`config.mk`:
```
export PLATFORM = sky130hd
export DESIGN_NAME = audio_tx_packer
export DESIGN_NICKNAME = d
export VERILOG_FILES = /design/src/rtl/audio_tx_pkg.sv /design/src/rtl/audio_tx_cfg.sv /design/src/rtl/audio_tx_ring.sv /design/src/rtl/audio_tx_flags.sv /design/src/rtl/audio_tx_packer.sv
export SDC_FILE = /design/constraint.sdc
export NUM_CORES = 1
export LEC_CHECK = 0
export ABC_AREA = 1
export ABC_CLOCK_PERIOD_IN_PS = 3400
export CAP_MARGIN = 5
export CELL_PAD_IN_SITES_DETAIL_PLACEMENT = 2
export CELL_PAD_IN_SITES_GLOBAL_PLACEMENT = 2
export CORE_ASPECT_RATIO = 0.6
export CORE_MARGIN = 4
export CORE_UTILIZATION = 34
export DETAILED_ROUTE_END_ITERATION = 8
export PLACE_DENSITY = 0.77
export SYNTH_ARGS = -nofsm -noshare
export SYNTH_HDL_FRONTEND = slang
export SYNTH_SLANG_ARGS = --single-unit
```
`constraint.sdc`:
```
create_clock -name clk -period 3.4 [get_ports clk]
set_clock_uncertainty 0.2 [all_clocks]
set_input_delay 0.68 -clock clk [delete_from_list [all_inputs] [get_ports clk]]
set_output_delay 0.68 -clock clk [all_outputs]
set_load 0.03 [all_outputs]
```
`src/rtl/audio_tx_pkg.sv`:
```
package audio_tx_pkg;

    localparam int SLOT_W = 20;

    typedef logic [SLOT_W-1:0] slot_t;

    typedef enum logic [1:0] {
        SZ16 = 2'd0,
        SZ18 = 2'd1,
        SZ20 = 2'd2,
        SZ12 = 2'd3
    } size_code_e;

    typedef struct packed {
        logic       tx_en;
        logic [1:0] slot_sel;
        size_code_e size;
        logic       compact;
    } tx_cfg_t;

    typedef struct packed {
        logic empty;
        logic half_empty;
        logic full;
        logic underrun;
    } tx_flags_t;

    // One sample per word: left-align into the 20-bit slot.
    function automatic slot_t align_single(size_code_e sz, logic [31:0] d);
        logic [31:0] t;
        case (sz)
            SZ12:    t = d << 8;
            SZ16:    t = d << 4;
            SZ18:    t = d << 2;
            default: t = d;
        endcase
        return t[SLOT_W-1:0];
    endfunction

    // One half of a packed word into the 20-bit slot.
    function automatic slot_t align_half(size_code_e sz, logic [15:0] h);
        slot_t t;
        if (sz == SZ12) t = {h[11:0], 8'h00};
        else            t = {h, 4'h0};
        return t;
    endfunction

    // Packed mode is only meaningful for the two narrow widths.
    function automatic logic packed_allowed(size_code_e sz);
        return (sz == SZ16) || (sz == SZ12);
    endfunction

endpackage

```
`src/rtl/audio_tx_cfg.sv`:
```
module audio_tx_cfg
    import audio_tx_pkg::*;
(
    input  logic       clk,
    input  logic       rst,
    input  logic       clr,
    input  logic       ctl_wr,
    input  logic       ctl_tx_en,
    input  logic [1:0] ctl_slot_sel,
    input  logic [1:0] ctl_size,
    input  logic       ctl_compact,
    output tx_cfg_t    cfg
);

    size_code_e size_in;
    assign size_in = size_code_e'(ctl_size);

    always_ff @(posedge clk) begin
        if (rst || clr) begin
            cfg <= '0;
        end else if (ctl_wr) begin
            cfg.tx_en    <= ctl_tx_en;
            cfg.slot_sel <= ctl_slot_sel;
            cfg.size     <= size_in;
            cfg.compact  <= ctl_compact && packed_allowed(size_in);
        end
    end

    assert_packed_legal_R3: assert property (@(posedge clk) disable iff (rst)
        cfg.compact |-> (cfg.size == SZ16 || cfg.size == SZ12));

endmodule

```
`src/rtl/audio_tx_ring.sv`:
```
module audio_tx_ring
    import audio_tx_pkg::*;
#(
    parameter int DEPTH = 8
) (
    input  logic                     clk,
    input  logic                     rst,
    input  logic                     clr,
    input  logic                     push_one,
    input  logic                     push_two,
    input  slot_t                    wd_first,
    input  slot_t                    wd_second,
    input  logic                     pop,
    output slot_t                    rd_first,
    output slot_t                    rd_second,
    output logic [$clog2(DEPTH):0]   level
);

    localparam int AW = $clog2(DEPTH);
    localparam int LW = AW + 1;

    slot_t           mem [DEPTH];
    logic [AW-1:0]   wptr;
    logic [AW-1:0]   rptr;
    logic [AW-1:0]   wptr_nx;
    logic [AW-1:0]   rptr_nx;
    logic [LW-1:0]   add_n;
    logic [LW-1:0]   sub_n;

    assign wptr_nx = wptr + AW'(1);
    assign rptr_nx = rptr + AW'(1);
    assign add_n   = push_two ? LW'(2) : (push_one ? LW'(1) : LW'(0));
    assign sub_n   = pop ? LW'(2) : LW'(0);

    always_ff @(posedge clk) begin
        if (push_one || push_two) mem[wptr]    <= wd_first;
        if (push_two)             mem[wptr_nx] <= wd_second;
    end

    always_ff @(posedge clk) begin
        if (rst || clr) begin
            wptr  <= '0;
            rptr  <= '0;
            level <= '0;
        end else begin
            wptr  <= wptr + add_n[AW-1:0];
            rptr  <= rptr + sub_n[AW-1:0];
            level <= level + add_n - sub_n;
        end
    end

    assign rd_first  = mem[rptr];
    assign rd_second = mem[rptr_nx];

    assert_level_bound_R4: assert property (@(posedge clk) disable iff (rst)
        level <= LW'(DEPTH));

    assert_pop_has_pair_R7: assert property (@(posedge clk) disable iff (rst)
        pop |-> level >= LW'(2));

    assert_one_push_kind_R2: assert property (@(posedge clk) disable iff (rst)
        !(push_one && push_two));

endmodule

```
`src/rtl/audio_tx_flags.sv`:
```
module audio_tx_flags
    import audio_tx_pkg::*;
#(
    parameter int DEPTH = 8
) (
    input  logic                   clk,
    input  logic                   rst,
    input  logic                   clr,
    input  logic                   pushed,
    input  logic                   popped,
    input  logic [$clog2(DEPTH):0] lvl_mid,
    input  logic [$clog2(DEPTH):0] lvl_new,
    output tx_flags_t              flags
);

    localparam int LW = $clog2(DEPTH) + 1;
    localparam logic [LW-1:0] HALF_L = LW'(DEPTH / 2);
    localparam logic [LW-1:0] FULL_L = LW'(DEPTH);

    tx_flags_t nx;

    always_comb begin
        nx = flags;
        if (pushed) begin
            if (lvl_mid != '0) begin
                nx.empty    = 1'b0;
                nx.underrun = 1'b0;
            end
            if (lvl_mid >= HALF_L) nx.half_empty = 1'b0;
            if (lvl_mid >= FULL_L) nx.full = 1'b1;
        end
        if (popped) begin
            nx.full = 1'b0;
            if (lvl_new <= HALF_L) nx.half_empty = 1'b1;
            if (lvl_new == '0) begin
                nx.empty    = 1'b1;
                nx.underrun = 1'b1;
            end
        end
    end

    always_ff @(posedge clk) begin
        if (rst || clr) begin
            flags <= '{empty: 1'b1, half_empty: 1'b1, full: 1'b0, underrun: 1'b0};
        end else begin
            flags <= nx;
        end
    end

    assert_clear_state_R9: assert property (@(posedge clk) disable iff (rst)
        clr |=> (flags.empty && flags.half_empty && !flags.full && !flags.underrun));

    assert_full_not_empty_R5: assert property (@(posedge clk) disable iff (rst)
        flags.full |-> !flags.empty);

    assert_underrun_with_empty_R8: assert property (@(posedge clk) disable iff (rst)
        flags.underrun |-> flags.empty);

endmodule

```
`src/rtl/audio_tx_packer.sv`:
```
module audio_tx_packer
    import audio_tx_pkg::*;
#(
    parameter int DEPTH = 8
) (
    input  logic        clk,
    input  logic        rst,
    input  logic        ctl_wr,
    input  logic        ctl_tx_en,
    input  logic [1:0]  ctl_slot_sel,
    input  logic [1:0]  ctl_size,
    input  logic        ctl_compact,
    input  logic        intf_wr,
    input  logic        intf_enable,
    input  logic        smp_wr,
    input  logic [31:0] smp_data,
    output logic        snk_valid,
    input  logic        snk_ready,
    output logic [39:0] snk_pair,
    output logic        st_empty,
    output logic        st_half_empty,
    output logic        st_full,
    output logic        st_underrun
);

    localparam int AW   = $clog2(DEPTH);
    localparam int LW   = AW + 1;
    localparam int HALF = DEPTH / 2;

    initial begin
        assert (DEPTH == 8 || DEPTH == 32 || DEPTH == 64 || DEPTH == 128 ||
                DEPTH == 256 || DEPTH == 512 || DEPTH == 1024 || DEPTH == 2048)
            else $error("audio_tx_packer: unsupported DEPTH %0d", DEPTH);
    end

    tx_cfg_t       cfg;
    tx_flags_t     flags;
    logic          clr;
    logic [LW-1:0] level;
    logic [LW:0]   level_p2;
    logic          room_one;
    logic          room_two;
    logic          push_one;
    logic          push_two;
    slot_t         wd_first;
    slot_t         wd_second;
    slot_t         rd_first;
    slot_t         rd_second;
    logic          drain_ok;
    logic          burst_q;
    logic          pop;
    logic [LW-1:0] lvl_mid;
    logic [LW-1:0] lvl_new;

    assign clr = intf_wr && !intf_enable;

    audio_tx_cfg u_cfg (
        .clk          (clk),
        .rst          (rst),
        .clr          (clr),
        .ctl_wr       (ctl_wr),
        .ctl_tx_en    (ctl_tx_en),
        .ctl_slot_sel (ctl_slot_sel),
        .ctl_size     (ctl_size),
        .ctl_compact  (ctl_compact),
        .cfg          (cfg)
    );

    // Room checks against the level before this cycle's activity.
    assign level_p2 = {1'b0, level} + (LW+1)'(2);
    assign room_one = level < LW'(DEPTH);
    assign room_two = level_p2 < (LW+1)'(DEPTH);

    assign push_one = smp_wr && !clr && !cfg.compact && room_one;
    assign push_two = smp_wr && !clr &&  cfg.compact && room_two;

    assign wd_first  = cfg.compact ? align_half(cfg.size, smp_data[15:0])
                                   : align_single(cfg.size, smp_data);
    assign wd_second = align_half(cfg.size, smp_data[31:16]);

    // Drain: a run opens at half level and continues on back-to-back accepts.
    assign drain_ok  = cfg.tx_en && (cfg.slot_sel != 2'b00);
    assign snk_valid = drain_ok && !clr && (level >= LW'(2)) &&
                       (burst_q || (level >= LW'(HALF)));
    assign pop       = snk_valid && snk_ready;

    always_ff @(posedge clk) begin
        if (rst || clr) burst_q <= 1'b0;
        else            burst_q <= pop;
    end

    audio_tx_ring #(.DEPTH(DEPTH)) u_ring (
        .clk       (clk),
        .rst       (rst),
        .clr       (clr),
        .push_one  (push_one),
        .push_two  (push_two),
        .wd_first  (wd_first),
        .wd_second (wd_second),
        .pop       (pop),
        .rd_first  (rd_first),
        .rd_second (rd_second),
        .level     (level)
    );

    assign snk_pair = {rd_first, rd_second};

    assign lvl_mid = level + (push_two ? LW'(2) : (push_one ? LW'(1) : LW'(0)));
    assign lvl_new = lvl_mid - (pop ? LW'(2) : LW'(0));

    audio_tx_flags #(.DEPTH(DEPTH)) u_flags (
        .clk     (clk),
        .rst     (rst),
        .clr     (clr),
        .pushed  (push_one || push_two),
        .popped  (pop),
        .lvl_mid (lvl_mid),
        .lvl_new (lvl_new),
        .flags   (flags)
    );

    assign st_empty      = flags.empty;
    assign st_half_empty = flags.half_empty;
    assign st_full       = flags.full;
    assign st_underrun   = flags.underrun;

    assert_sink_gate_R6: assert property (@(posedge clk) disable iff (rst)
        snk_valid |-> (cfg.tx_en && cfg.slot_sel != 2'b00 && level >= LW'(2)));

    assert_drop_when_full_R4: assert property (@(posedge clk) disable iff (rst)
        (smp_wr && !clr && !pop && !cfg.compact && level == LW'(DEPTH))
            |=> (level == LW'(DEPTH)));

    assert_clear_no_offer_R9: assert property (@(posedge clk) disable iff (rst)
        clr |-> !snk_valid);

endmodule

```
======== Yosys cells after proc, flatten, opt, wreduce, memory -nomap -nowiden ========
Memory sizes are Yosys's and may differ from the RTL's. A register that Yosys moved wholly into a read port is not among the register bits.
Cells that the tools add are included.
storage, ports and cells
  output and inout bits ................... 45
  bits in registers ....................... 21
  memories kept ........................... 1
  input port bits ......................... 45
  logic and storage cells ................. 77
  memory bits (writable) .................. 160
operators by class
  reduce and logical (&&, ||, !) cells .... 26
  add/sub/neg operators ................... 7
  $lt $le $gt $ge ......................... 7
  equal/unequal tests ..................... 3
  muxes and demuxes ....................... 21
memories
  name        depth  width  rd ports  clocked after Yosys merged registers in  wr ports  line                 RTL
  u_ring.mem  8      20     2         1                                        2         audio_tx_ring.sv:22  slot_t mem [DEPTH];
operator list
  operator                                                     count
  two-way mux 20 bit                                           3
  case mux 20 bit (3 select lines)                             1
  logical AND 1 bit                                            12
  two-way mux 1 bit                                            12
  two-way mux 4 bit                                            3
  >= comparator 4 x 3 -> 1 bit (second input constant)         2
  adder 3 x 1 -> 3 bit (second input constant)                 2
  adder 3 bit                                                  2
  adder 4 x 2 -> 5 bit (second input constant)                 1
  less-than comparator 5 x 4 -> 1 bit (second input constant)  1
  adder 4 bit                                                  1
  == test 2 bit (second input constant)                        2
  >= comparator 4 x 2 -> 1 bit (second input constant)         1
  >= comparator 4 bit (second input constant)                  1
  <= comparator 4 x 3 -> 1 bit (second input constant)         1
  zero test 2 bit                                              2
  zero test 4 bit                                              1
  logical OR 1 bit                                             4
  less-than comparator 4 bit (second input constant)           1
  nonzero test 4 bit                                           1
  subtractor 4 bit                                             1
  zero test 1 bit                                              3
  two-way mux 3 bit                                            1
  == test 2 x 1 -> 1 bit (second input constant)               1
  other kinds (4)                                              4

======== Depth between registers and ports, before layout ========
Gate-level depths: netlist of run 1.
  depth after elaboration ................. 14
  mapped depth ............................ 13

======== Hierarchy ========
Synthesis of run 1 repeated with hierarchy kept, for this count alone.
second synthesis, totals
  cell total of the unflattened synthesis .. 1,392
  area total of the unflattened synthesis .. 10,724.0 µm²
modules (own cells, without submodules)
  module           seq. area each (µm²)  times used  area an instance (µm²)  cells an instance
  audio_tx_ring    4,984.8               1           8,934.8                 1,050
  audio_tx_packer  20.0                  1           1,355.0                 290
  audio_tx_cfg     120.1                 1           251.5                   30
  audio_tx_flags   80.1                  1           182.7                   22

======== Worst setup path after synthesis of run 1 ========
No wires, ideal clock.
  path type ............................... input to register
  start ................................... input intf_enable
  end ..................................... register, netlist name u_flags.flags[0]
  stages on the path ...................... 12
  library setup time ...................... 72 ps
  arrival time ............................ 2,759 ps
  setup slack ............................. 369 ps
  required time ........................... 3,128 ps
  cells stage by stage .................... inv_1 -> nand2_2 -> nand3_2 -> nor3_4 -> inv_1 -> fa_1 -> ha_1 -> ha_1 -> nand3_1 -> nor2_1 -> nand2_1 -> a21oi_1
on the way
  word-level cells in the longest chain between the ends .. 14
ends and longest elaborated chain
  element                                                               line                   RTL
  start, declared                                                       audio_tx_packer.sv:14  input logic intf_enable,
  zero test 1 bit (*)                                                   audio_tx_packer.sv:55  assign clr = intf_wr && !intf_enable;
  logical AND 1 bit (*)                                                 audio_tx_packer.sv:55
  parallel branches: the longest is 12 deep, another holds adder 4 bit  n/a
Mark *: on every way between the ends.
A chain may end at the register's enable or synchronous reset.

======== Final worst setup path of run 1 ========
  start ................................... register u_ring.rptr[1]
  end ..................................... output snk_pair[14]
on the way
  word-level cells in the longest chain between the ends .. 2
ends and longest elaborated chain
  element                 line                   RTL
  start, declared         audio_tx_ring.sv:24    logic [AW-1:0] rptr;
  start signal, assigned  audio_tx_ring.sv:47    rptr <= rptr + sub_n[AW-1:0];
  adder 3 x 1 -> 3 bit    audio_tx_ring.sv:31    assign rptr_nx = rptr + AW'(1);
  memory (8 x 20 bit)     n/a
  end, declared           audio_tx_packer.sv:19  output logic [39:0] snk_pair,
Every way passes these cells.

==> out/results.ini, run 1 <==
[status]
status=finished clean

[synth]
ys_types=38
synth_nets=1272
syn_inst=1218
ys_seq_area_frac=0.5076
synth_edf_count=128
ys_seq_elements=180
async_flop_share=0
netlist_area_um2=9623
ys.warnings.count=0
avgSynthCellArea_um2=7.901
synth_ff_type=edfxtp_1

[clocking]
cts_root_buffer=clkbuf_16
cts_tree=done
clk_latency_ps=460
cts_buffer_depth=2
cts-buffers-inserted=17
htreeDepth=4
cts.sinks=180
clk_pin_slew_ps=70
cts_setup_buffers=0

[worst_hold_path]
whs_endpoint=u_flags.flags[2]
worstHoldStart=u_flags.flags[2]
hold_depth=2
hp-class=reg2reg

[route]
wl_um=39530
drt_iter0_drc=751
wl_per_cell_um=23.37
viasPerCell=5.484
drc_errors=0
final_antenna_net_count=0
dr.pass1.iters=5
vias=9274

[final_layout]
diodes=0
fin_cells=1691
drive_gt1_frac=0.1140
fin_nets=1365
layout_common_cells=nand2_1, nor2_1, edfxtp_1, o21ai_0, buf_4
layout_commonest_cell=nand2_1
syn2layout_area_growth_pct=21.45

[worst_setup_path]
worst-setup-path-type=reg2out
ff2ff_setup_slack_ps=680
critPathCaptureType=primary output
cp.required_ps=2520
cp-start-kind=flop
cp_data_arrival_time_ps=2410
reg2reg_depth=5
worstReg2RegEnd=u_ring.mem[1][8]
rr_startpoint=u_ring.wptr[0]
crit_fanout=14

[sta]
rsz0062_at_grt=false
setup_viol=0
final_max_slew_viol_count=0
fin_crit_sh=0.9676
timing.fmax_mhz=304.0
fin_crit_ps=3290
final-hold-violation-count=0
whs_ps=277.3
worst_slack_ps=110.3
worst_pin_slew_ps=878.4
max-slew-margin-rel=0.4118

[global_routing]
grt.total_usage=0.2562
grt_max_degree=42
grt_pass1_wl_um=61000
grt_overflow=0
antenna_found_initial=0
grt_pass1_vias=9927

[floorplan]
core_area_um2=27700
die_w_um=225.2
die-area_um2=31150
ios=90
die_h_um=138.3
start_util=0.3474
row_count=47

[flow_run]
maxCapViolCount=0

[pwr]
pwr_density_cell_nw_per_um2=449.4
p_leak_nw=4.768
ir_drop_v=0.0002115

[place]
place_congestion=0.8473
hpwlAfterDp_um=28180
portBuffers=89
place_worst_setup_slack_ps=-78.35
dp.cells=1659

==> layer usage <==
metal  GRT usage  wire length [µm]
met3     0.04195              2142
met1      0.3807             19340
met5           0                 0
met2      0.3984             17640
met4     0.04835               403
==> critical path: stages, from the launching register on <==
cell             delay (ps)
dfxtp_2                 550
buf_4                   290
o21ai_0                 140
o22ai_1                 240
clkdlybuf4s50_1         720
==> worst max-delay path by stage <==
stage	start	end	slack, ps	cells after the start
floorplan	intf_enable	u_flags.flags[0]	370	12
global placement	intf_enable	u_flags.flags[0]	20	14
detailed placement	intf_enable	u_flags.flags[0]	-80	14
CTS	u_ring.rptr[1]	snk_pair[14]	90	4
global route	u_ring.rptr[1]	snk_pair[17]	50	4
finish	u_ring.rptr[1]	snk_pair[14]	110	4
==> registers in the layout, summed over array words and instances (netlist names) <==
| register | count |
|---|---|
| u_ring.mem | 160 |
| u_cfg.cfg | 6 |
| u_flags.flags | 4 |
| u_ring.level | 4 |
| u_ring.wptr | 3 |
| u_ring.rptr | 2 |
| burst_q | 1 |
==> cell usage after synthesis (all sizes together) (2+ instances only) <==
cell    instances  area (µm²)
buf            35       229.0
nand4           2       12.51
xor2            3       26.28
clkbuf         29       108.9
nor2          137       526.8
xnor2           3       26.28
nor3            4       31.28
ha              7       87.58
dfxtp          52        1041
a22oi           7       52.55
o21ai         165       829.5
edfxtp        128        3844
inv            57       214.0
nand2         434        1669
clkinv         12       45.04
fa              2       40.04
o22ai          40       250.2
nand3b          5       37.54
o211ai          7       52.55
a21oi          12       63.81
nand3          69       365.4
or2             3       18.77
==> final cells by class <==
class                      instances  area [µm²]
fill                            3174       16010
sequential                       180        4886
multi-input combinational        905        4141
timing repair buffer             138        1306
clock buffer                      21       460.4
tap                              367       459.2
inverter                          69       261.5
clock inverter                    11       172.7
==> where the power goes <==
part	switching [mW]	total [mW]	internal [mW]
logic	0.451	0.646	0.195
registers	0.0315	2.42	2.39
clock network	0.915	2.19	1.27
==> through the flow <==
stage	util	area, µm²	total power, mW	TNS [ps]
4_1_cts	0.4219	11690	5.266	0
3_5_place_dp	0.3990	11050	3.100	-162.3
6_report	0.4220	11690	5.253	0
5_1_grt	0.4220	11690	5.437	0
2_1_floorplan	-	9623	2.781	0
3_3_place_gp	0.3990	11050	3.075	0
==> logic make-up after synthesis <==
group                    count (synthesis)  share of synthesized area
AO/OA/AOI/OAI                          235                     0.1341
XOR/XNOR                                 6                   0.005462
adder cells (fa/ha/maj)                  9                    0.01326
buffers and inverters                  133                    0.06202
flip-flops                             180                     0.5076
multiplexers                             1                   0.001040
AND/OR/NAND/NOR                        654                     0.2766
==> what timing repair did <==
item,in CTS,in global routing
gates resized for setup,0,2
endpoints found under the setup margin,0,1
hold endpoints to repair,0,0
hold buffers,0,0
No activity file was read; power rests on OpenSTA's default activity.
==> run 2, diff against run 1 <==
--- a/config.mk
+++ b/config.mk
@@ -13,6 +13,7 @@
 export CORE_ASPECT_RATIO = 0.6
 export CORE_MARGIN = 4
 export CORE_UTILIZATION = 34
+export CTS_CLUSTER_DIAMETER = 60
 export DETAILED_ROUTE_END_ITERATION = 8
 export PLACE_DENSITY = 0.77
 export SYNTH_ARGS = -nofsm -noshare
==> results of run 2 <==
No change in the layout: final DEF, timing and power equal those of run 1.
